--- src/rtl/rxr_pkg.sv ---
package rxr_pkg;
    typedef enum logic [2:0] {
        S_IDLE = 3'd0,
        S_DATA = 3'd1,
        S_PAD  = 3'd2,
        S_HDR  = 3'd3,
        S_DROP = 3'd4
    } rxr_state_e;

    localparam logic [7:0] RX_STATUS_OK = 8'h01;
    localparam int         HDR_BYTES    = 4;
    localparam int         CRC_BYTES    = 4;
endpackage

--- src/rtl/rxr_next_page.sv ---
module rxr_next_page #(
    parameter int PW   = 8,
    parameter int LW   = 16,
    parameter int CRCB = 4
) (
    input  logic [PW-1:0] base_pg,
    input  logic [LW-1:0] stored_len,
    input  logic [PW-1:0] start_pg,
    input  logic [PW-1:0] stop_pg,
    output logic [PW-1:0] next_pg
);
    localparam int SW   = LW + 1;
    localparam int PGW  = SW - 8;
    localparam int SUMW = ((PW > PGW) ? PW : PGW) + 1;

    logic [SW-1:0]   span_bytes;
    logic [PGW-1:0]  span_pages;
    logic [SUMW-1:0] raw_sum;
    logic [SUMW-1:0] wrapped;

    always_comb begin
        span_bytes = SW'(stored_len) + SW'(CRCB + 255);
        span_pages = PGW'(span_bytes >> 8);
        raw_sum    = SUMW'(base_pg) + SUMW'(span_pages);
        if (raw_sum >= SUMW'(stop_pg))
            wrapped = raw_sum - SUMW'(stop_pg - start_pg);
        else
            wrapped = raw_sum;
        next_pg = PW'(wrapped);
    end
endmodule

--- src/rtl/rxr_space_calc.sv ---
module rxr_space_calc #(
    parameter int PW       = 8,
    parameter int NEED_BYT = 1518
) (
    input  logic [PW-1:0] cur_pg,
    input  logic [PW-1:0] bound_pg,
    input  logic [PW-1:0] start_pg,
    input  logic [PW-1:0] stop_pg,
    input  logic          stop_cmd,
    input  logic          idle,
    output logic          can_rx
);
    localparam int FW = PW + 9;

    logic [PW:0]   free_pg;
    logic [FW-1:0] free_bytes;

    always_comb begin
        if (cur_pg < bound_pg)
            free_pg = {1'b0, bound_pg} - {1'b0, cur_pg};
        else
            free_pg = ({1'b0, stop_pg} - {1'b0, start_pg})
                    - ({1'b0, cur_pg} - {1'b0, bound_pg});
        free_bytes = {free_pg, 8'h00};
        can_rx     = idle && !stop_cmd && (free_bytes >= FW'(NEED_BYT));
    end
endmodule

--- src/rtl/rx_ring_writer.sv ---
module rx_ring_writer
    import rxr_pkg::*;
#(
    parameter int PW        = 8,
    parameter int LW        = 16,
    parameter int MAX_FRAME = 1514,
    parameter int MIN_FRAME = 60
) (
    input  logic            clk,
    input  logic            rst_n,
    input  logic            stop_cmd,
    input  logic [PW-1:0]   start_pg,
    input  logic [PW-1:0]   stop_pg,
    input  logic [PW-1:0]   bound_pg,
    input  logic            cur_load,
    input  logic [PW-1:0]   cur_load_pg,
    input  logic            done_clr,
    input  logic            in_valid,
    input  logic            in_sop,
    input  logic            in_eop,
    input  logic [7:0]      in_data,
    output logic            can_rx,
    output logic [PW-1:0]   cur_pg,
    output logic            rx_done,
    output logic            mem_we,
    output logic [PW+7:0]   mem_addr,
    output logic [7:0]      mem_wdata
);
    localparam int AW = PW + 8;

    typedef struct packed {
        rxr_state_e  st;
        logic [AW-1:0] addr;
        logic [PW-1:0] base;
        logic [LW-1:0] len;
        logic [1:0]    hidx;
        logic [PW-1:0] cur;
        logic          done;
    } wr_state_t;

    wr_state_t     q, d;
    logic [PW-1:0] next_pg;
    logic [LW-1:0] stored_len;
    logic [AW-1:0] ring_lo, ring_hi, first_addr;

    assign stored_len = q.len + LW'(HDR_BYTES);

    rxr_next_page #(.PW(PW), .LW(LW), .CRCB(CRC_BYTES)) u_next (
        .base_pg    (q.base),
        .stored_len (stored_len),
        .start_pg   (start_pg),
        .stop_pg    (stop_pg),
        .next_pg    (next_pg)
    );

    rxr_space_calc #(.PW(PW), .NEED_BYT(MAX_FRAME + HDR_BYTES)) u_space (
        .cur_pg   (q.cur),
        .bound_pg (bound_pg),
        .start_pg (start_pg),
        .stop_pg  (stop_pg),
        .stop_cmd (stop_cmd),
        .idle     (q.st == S_IDLE),
        .can_rx   (can_rx)
    );

    function automatic logic [AW-1:0] step(input logic [AW-1:0] a,
                                           input logic [AW-1:0] lo,
                                           input logic [AW-1:0] hi);
        logic [AW-1:0] n;
        n = a + AW'(1);
        return (n == hi) ? lo : n;
    endfunction

    always_comb begin
        ring_lo    = {start_pg, 8'h00};
        ring_hi    = {stop_pg, 8'h00};
        first_addr = {q.cur, 8'h00} + AW'(HDR_BYTES);
        d          = q;
        mem_we     = 1'b0;
        mem_addr   = q.addr;
        mem_wdata  = 8'h00;
        if (cur_load) d.cur = cur_load_pg;
        if (done_clr) d.done = 1'b0;
        case (q.st)
            S_IDLE: begin
                if (in_valid && in_sop) begin
                    if (can_rx) begin
                        mem_we    = 1'b1;
                        mem_addr  = first_addr;
                        mem_wdata = in_data;
                        d.base    = q.cur;
                        d.addr    = step(first_addr, ring_lo, ring_hi);
                        d.len     = LW'(1);
                        d.hidx    = 2'd0;
                        if (!in_eop)              d.st = S_DATA;
                        else if (1 < MIN_FRAME)   d.st = S_PAD;
                        else                      d.st = S_HDR;
                    end else if (!in_eop) begin
                        d.st = S_DROP;
                    end
                end
            end
            S_DATA: begin
                if (in_valid) begin
                    mem_we    = 1'b1;
                    mem_wdata = in_data;
                    d.addr    = step(q.addr, ring_lo, ring_hi);
                    d.len     = q.len + LW'(1);
                    if (in_eop)
                        d.st = (q.len + LW'(1) < LW'(MIN_FRAME)) ? S_PAD : S_HDR;
                end
            end
            S_PAD: begin
                mem_we = 1'b1;
                d.addr = step(q.addr, ring_lo, ring_hi);
                d.len  = q.len + LW'(1);
                if (q.len + LW'(1) >= LW'(MIN_FRAME)) d.st = S_HDR;
            end
            S_HDR: begin
                mem_we   = 1'b1;
                mem_addr = {q.base, 6'd0, q.hidx};
                case (q.hidx)
                    2'd0:    mem_wdata = RX_STATUS_OK;
                    2'd1:    mem_wdata = 8'(next_pg);
                    2'd2:    mem_wdata = stored_len[7:0];
                    default: mem_wdata = stored_len[15:8];
                endcase
                d.hidx = q.hidx + 2'd1;
                if (q.hidx == 2'd3) begin
                    d.cur  = next_pg;
                    d.done = 1'b1;
                    d.st   = S_IDLE;
                end
            end
            S_DROP: begin
                if (in_valid && in_eop) d.st = S_IDLE;
            end
            default: d.st = S_IDLE;
        endcase
    end

    always_ff @(posedge clk or negedge rst_n) begin
        if (!rst_n) begin
            q.st   <= S_IDLE;
            q.addr <= '0;
            q.base <= '0;
            q.len  <= '0;
            q.hidx <= '0;
            q.cur  <= '0;
            q.done <= 1'b0;
        end else begin
            q <= d;
        end
    end

    assign cur_pg  = q.cur;
    assign rx_done = q.done;

    // every frame or pad byte lands inside the ring
    p_write_in_ring_r3: assert property (@(posedge clk) disable iff (!rst_n)
        (mem_we && q.st != S_HDR) |-> (mem_addr >= ring_lo && mem_addr < ring_hi));
    // padding bytes are zero
    p_pad_zero_r9: assert property (@(posedge clk) disable iff (!rst_n)
        (q.st == S_PAD) |-> (mem_we && mem_wdata == 8'h00));
    // the last header byte is followed by the done flag
    p_commit_done_r6: assert property (@(posedge clk) disable iff (!rst_n)
        (q.st == S_HDR && q.hidx == 2'd3) |=> rx_done);
    // busy blocks new frames
    p_busy_blocks_r7: assert property (@(posedge clk) disable iff (!rst_n)
        (q.st != S_IDLE) |-> !can_rx);
    // a discarded frame writes nothing
    p_drop_silent_r10: assert property (@(posedge clk) disable iff (!rst_n)
        (q.st == S_DROP) |-> !mem_we);
    // a discarded frame leaves the write page alone
    p_drop_keeps_page_r10: assert property (@(posedge clk) disable iff (!rst_n)
        (q.st == S_DROP && !cur_load) |=> $stable(cur_pg));
endmodule

--- config.mk ---
export PLATFORM = sky130hd
export DESIGN_NAME = rx_ring_writer
export DESIGN_NICKNAME = d
export VERILOG_FILES = /design/src/rtl/rxr_pkg.sv /design/src/rtl/rxr_next_page.sv /design/src/rtl/rxr_space_calc.sv /design/src/rtl/rx_ring_writer.sv
export SDC_FILE = /design/constraint.sdc
export NUM_CORES = 1
export LEC_CHECK = 0
export BUFFER_PORTS_ARGS = -buffer_cell sky130_fd_sc_hd__buf_2
export CORE_MARGIN = 2
export CORE_UTILIZATION = 42
export DETAILED_ROUTE_END_ITERATION = 6
export HOLD_SLACK_MARGIN = 0.05
export PLACE_DENSITY_LB_ADDON = 0.1
export SLEW_MARGIN = 10
export SYNTH_ARGS = -nofsm -noshare
export SYNTH_HDL_FRONTEND = slang
export SYNTH_SLANG_ARGS = --single-unit
export TNS_END_PERCENT = 100
--- constraint.sdc ---
create_clock -name clk -period 18.8 [get_ports clk]
set_input_delay 3.76 -clock clk [delete_from_list [all_inputs] [get_ports clk]]
set_output_delay 3.76 -clock clk [all_outputs]
set_load 0.05 [all_outputs]
Yosys cells after proc, flatten, opt, wreduce, memory -nomap -nowiden
Cells that the tools add are included.
Cells by class
  eq/ne operators: 17
  $lt $le $gt $ge: 5
  reductions and logical operators: 14
  muxes and demuxes: 36
  add/subtract/negate cells: 14
Operators with widths (number)
  16-bit one-hot mux with 3 select lines: 2
  16-bit 2-to-1 mux: 5
  16-bit by 1-bit adder with 16-bit output (second input constant): 3
  8-bit one-hot mux with 3 select lines: 2
  45-bit 2-to-1 mux: 1
  42-bit 2-to-1 mux: 1
  8-bit 2-to-1 mux: 5
  16-bit by 3-bit adder with 16-bit output (second input constant): 2
  16-bit equality test: 2
  16-bit one-hot mux with 2 select lines: 1
  9-bit 2-to-1 mux: 3
  8-bit by 8-bit subtractor with 9-bit output: 3
  19-bit 2-to-1 mux: 1
  3-bit 2-to-1 mux: 6
  16-bit by 9-bit adder with 17-bit output (second input constant): 1
  17-bit by 11-bit >= comparator with 1-bit output (second input constant): 1
  16-bit by 6-bit >= comparator with 1-bit output (second input constant): 1
  16-bit by 6-bit < comparator with 1-bit output (second input constant): 1
  8-bit subtractor: 2
  3-bit one-hot mux with 5 select lines: 1
  2-bit != test (second input constant): 7
  8-bit by 9-bit adder with 10-bit output: 1
  10-bit by 8-bit >= comparator with 1-bit output: 1
  9-bit subtractor: 1
  other kinds (22): 32
Word-level totals
  bits in registers: 54
  bits of input ports: 48

Logic depth before layout (Yosys ltp)
  depth in word-level cells: 8
  depth in mapped cells: 23
  mapped depth without buffers: 22

By module
From an unflattened synthesis, not the netlist that was laid out.
Second synthesis, totals
  cell total of the unflattened synthesis: 894
  area total of the unflattened synthesis: 6905.4 µm²
By module, submodules not included
  rx_ring_writer: sequential area each 1351.3 µm², area an instance 4319.1 µm², instances 1, cells each 554
  rxr_next_page: sequential area each 0.0 µm², area an instance 1357.6 µm², instances 1, cells each 180
  rxr_space_calc: sequential area each 0.0 µm², area an instance 1228.7 µm², instances 1, cells each 160

Least setup slack after synthesis
Ideal clock, no wire load.
  kind: input -> output
  start point: input port start_pg[0]
  end point: output port mem_we
  required time: 15.040 ns
  stages: 15
  data arrival time: 8.833 ns
  buffers on the path: 1
  path slack: 6.207 ns
  cell sequence: inv_1 -> fa_1 -> inv_1 -> fa_1 -> nor2_1 -> fa_1 -> a21o_1 -> a31o_2 -> a2111oi_0 -> or3_1 -> a2111oi_1 -> a21oi_1 -> nand3_1 -> clkbuf_1 -> a31oi_1
Between the ends
  longest elaborated chain between the ends: 8
Ends and longest elaborated chain
  start: declaration: line rx_ring_writer.sv:12  | input logic [PW-1:0] start_pg,
  8-bit by 8-bit subtractor with 9-bit output: line rxr_space_calc.sv:22  | free_pg = ({1'b0, stop_pg} - {1'b0, start_pg})
  9-bit subtractor: line rxr_space_calc.sv:23  | - ({1'b0, cur_pg} - {1'b0, bound_pg});
  9-bit 2-to-1 mux: line rxr_space_calc.sv:19  | if (cur_pg < bound_pg)
  17-bit by 11-bit >= comparator with 1-bit output: line rxr_space_calc.sv:25  | can_rx = idle && !stop_cmd && (free_bytes >= FW'(NEED_BYT));
  1-bit logical AND: line rxr_space_calc.sv:25
  via can_rx: line rx_ring_writer.sv:22  | output logic can_rx,
  1-bit 2-to-1 mux: line rx_ring_writer.sv:87  | if (can_rx) begin
  1-bit 2-to-1 mux: line rx_ring_writer.sv:86  | if (in_valid && in_sop) begin
  1-bit one-hot mux with 3 select lines: line rx_ring_writer.sv:84  | case (q.st)
  end: declaration: line rx_ring_writer.sv:25  | output logic mem_we,
The timed path passes the listed nets, and every way through them passes these cells.

Worst setup path in the final report
  start point: input port start_pg[0]
  end point: output port mem_addr[14]
Between the ends
  longest elaborated chain between the ends: 8
Ends and longest elaborated chain
  8-bit by 8-bit subtractor with 9-bit output: line rxr_space_calc.sv:22
  9-bit subtractor: line rxr_space_calc.sv:23
  9-bit 2-to-1 mux: line rxr_space_calc.sv:19
  17-bit by 11-bit >= comparator with 1-bit output: line rxr_space_calc.sv:25
  1-bit logical AND: line rxr_space_calc.sv:25
  16-bit 2-to-1 mux: line rx_ring_writer.sv:87
  16-bit 2-to-1 mux: line rx_ring_writer.sv:86
  16-bit one-hot mux with 2 select lines: line rx_ring_writer.sv:84
  end: declaration: line rx_ring_writer.sv:26  | output logic [PW+7:0] mem_addr,
Every way passes these cells.

==> flow_summary.yaml <==
run_status:
  status: "finished, final reports clean"
routing:
  route.layer.met1.wl_mm: 10.18
  dr_wl_met2_mm: 10.91
  post_drt_wl_per_cell_um: 20.85
  highest_layer: "met4"
  drt_iter0_drc: 457
  wl_mm: 22.83
  final_antenna_net_count: 0
  drtPass1Iterations: 5
  via_per_inst: 5.963
  vias: 6529
  drc_errors: 0
  met3_length_mm: 1.221
floorplan:
  io-pin-count: 83
  die_y_um: 130.8
  die_area_mm2: 0.01711
  die_x_um: 130.8
  rows: 46
  start_util_pct: 42.67
  coreArea_mm2: 0.01583
setup_path:
  cp_num_buf_inv: 5
  crit_path_end_kind: "output pin"
  cp_slowest_stage_delay_ps: 920
  crit_chain: "buf_2, inv_1, fa_1, inv_1, fa_1, nor2_1, fa_1, a21o_1, a31o_2, a2111oi_0, o21ai_0, a2111oi_1, a21oi_2, buf_4, nor2_1, a221o_1, buf_2"
  cp_common_cell: "fa_1"
  crit_slowest_cell: "nor2_1"
  crit_family: "compound AO/OA/AOI/OAI gates"
  arrival_ps: 9160
  startpoint_type: "input port"
  critPathRequiredTime_ps: 15040
  crit_fanout: 30
  critical_path_class: "input port to output pin"
synthesis:
  yosysWarningCount: 0
  syn_area_mm2: 0.006754
  async_flop_share_pct: 100.0
  synth_top_area_share_pct: 20.01
  synth-seq-area-share_pct: 20.01
  synth.avg_cell_area_um2: 8.079
  synthFlopType: "dfrtp_1"
  synth_seq_cells: 54
  synth_top_cell_by_area: "dfrtp_1"
  synth_area_leaders: "dfrtp_1, ha_1, fa_1"
  ys_types: 76
  synth_nets: 960
  synthCells: 836
  synth_edf_count: 0
place:
  dp_slack_ps: 5843
  dp_hpwl_mm: 17.84
  place_inst: 1087
  place_congestion: 0.8790
  place_area_mm2: 0.007244
  io_buffers: 82
clocking:
  clk_pin_slew_ps: 70
  holdBufCountCts: 0
  cts.htree.levels: 2
  ctsLongestPathBuffers: 2
  clockRootBuffer: "clkbuf_16"
  ctsResizeCount: 0
  cts_setup_buffers: 0
  cts_buffers: 5
  cts_tree: "yes"
  worstSkewPairLatency_ps: 310
  cts_sinks: 54
finish:
  antennaDiodeCount: 0
  fin_area_mm2: 0.007422
  syn2layout_area_growth_pct: 9.893
  final_nets: 1002
  instances_no_fill: 1095
  layout-drive-gt1-share_pct: 14.68
global_routing:
  grt-ovfl-total: 0
  grt_pass1_vias: 6326
  grt_max_degree: 55
  grt_first_pass_wirelength_mm: 35.41
  gr-usage-all-layers_pct: 27.27
  antenna_found_initial: 0
min_path:
  hp-class: "register to register"
sta:
  period_share_pct: 68.73
  setup_violations: 0
  hold_viol_final: 0
  slew_viol_final: 0
  finalSetupTns_ps: 0
  rsz0062_at_grt: "false"
  fmax_mhz: 77.40
  setup_slack_ps: 5880
  min_period_ps: 12920
  worst_slew_pin_slew_ps: 1165
  relSlewSlack_pct: 22.07
  clock_skew_ps: 9.800
power_and_ir_drop:
  p_per_area_mw_per_mm2: 147.4
  vdd_drop_max_uv: 189.4
  p_leak_nw: 3.371
job:
  maxCapViolations: 0
==> power breakdown <==
part	switching, mW	internal (mW)	total [mW]	leakage (nW)
combinational	0.474	0.280	0.755	2.59
sequential	0.0731	0.148	0.221	0.698
clock	0.0509	0.0673	0.118	0.0875
==> registers in the layout, summed over array words and instances (netlist names) <==
register / cells
cur_pg: 8
q: 45
rx_done: 1
==> kinds of logic after synthesis <==
logic type	synth area share, %
AOI/OAI and AO/OA	24.51
xor gates and xnor gates	7.003
adders and majority gates	17.01
buffers and inverters	6.984
DFF	20.01
muxes	3.853
and+or+nand+nor	20.64
==> synth_stat cells (9+ instances only) <==
master	instances
nand4_1	15
nand2_1	73
and2_1	17
a211oi_1	11
clkbuf_1	36
xnor2_1	33
mux2_2	12
a21o_1	26
fa_1	25
a221o_1	15
nor4_1	15
dfrtp_1	54
a31oi_1	23
mux2i_1	11
nand3_1	27
xor2_1	21
a21oi_1	37
inv_1	56
nor3_1	15
o22ai_1	9
ha_1	51
nand2b_1	9
nor2_1	63
o21ai_0	45
==> path summary, 6_finish.rpt <==
check	to	start	slack (ps)	cells after the start
max in group asynchronous	q[20]	rst_n	14660	2
worst max-delay path	mem_addr[14]	start_pg[0]	5880	17
worst min register to register	rx_done	rx_done	550	2
worst min-delay path	rx_done	rx_done	550	2
min in group asynchronous	cur_pg[0]	rst_n	3600	2
worst max register to register	cur_pg[1]	q[13]	12240	22
==> worst min-delay path, cell delays in order, from the launching register on <==
cell,delay [ps]
dfrtp_1,370
inv_1,50
o21ai_0,80
==> through the flow <==
| step | util [%] | hold WS (ps) | power [mW] |
|---|---|---|---|
| 2_1_floorplan | - | 478.6 | 0.7383 |
| 4_1_cts | 46.89 | 555.6 | 1.090 |
| 6_report | 46.89 | 548.6 | 1.094 |
| 3_3_place_gp | 45.77 | 521.9 | 0.9507 |
| 5_1_grt | 46.89 | 571.1 | 1.177 |
| 3_5_place_dp | 45.77 | 541.7 | 0.9664 |
==> cell type report <==
class,count,area (µm²)
fillers,1591,8406
flip-flops and latches,54,1351
well taps,216,270.3
inverters,57,214.0
repair buffers,90,470.5
clock buffers,6,138.9
multi-input cells,670,4938
clock inverters,2,38.79
==> layout by cell type, fill, tap and decap left out, types with 8 or more instances in the layout <==
master    Yosys  layout
buf_2         5      82
nor4_1       15      15
o21ai_0      45      45
dfrtp_1      54      54
o22ai_1       9       9
and2_1       17      17
nand2_1      73      73
inv_1        56      56
a21o_1       26      26
nor2_1       63      63
mux2i_1      11      11
nand3_1      27      27
ha_1         51      51
o211ai_1      8       8
nor3_1       15      15
nand2b_1      9       9
nand4_1      15      15
buf_4         8       8
mux2_2       12      12
a211oi_1     11      11
xnor2_1      33      33
a31oi_1      23      23
or3_1         8       8
a21oi_1      37      35
xor2_1       21      21
fa_1         25      25
a221o_1      15      15
==> per-layer routing <==
metal	vias up	GRT usage, %
li1	3111	-
met1	3219	36.40
met2	171	45.68
met3	28	4.805
met4	0	7.384
met5	-	0
Note: power is estimated with default switching activity, not from simulation.
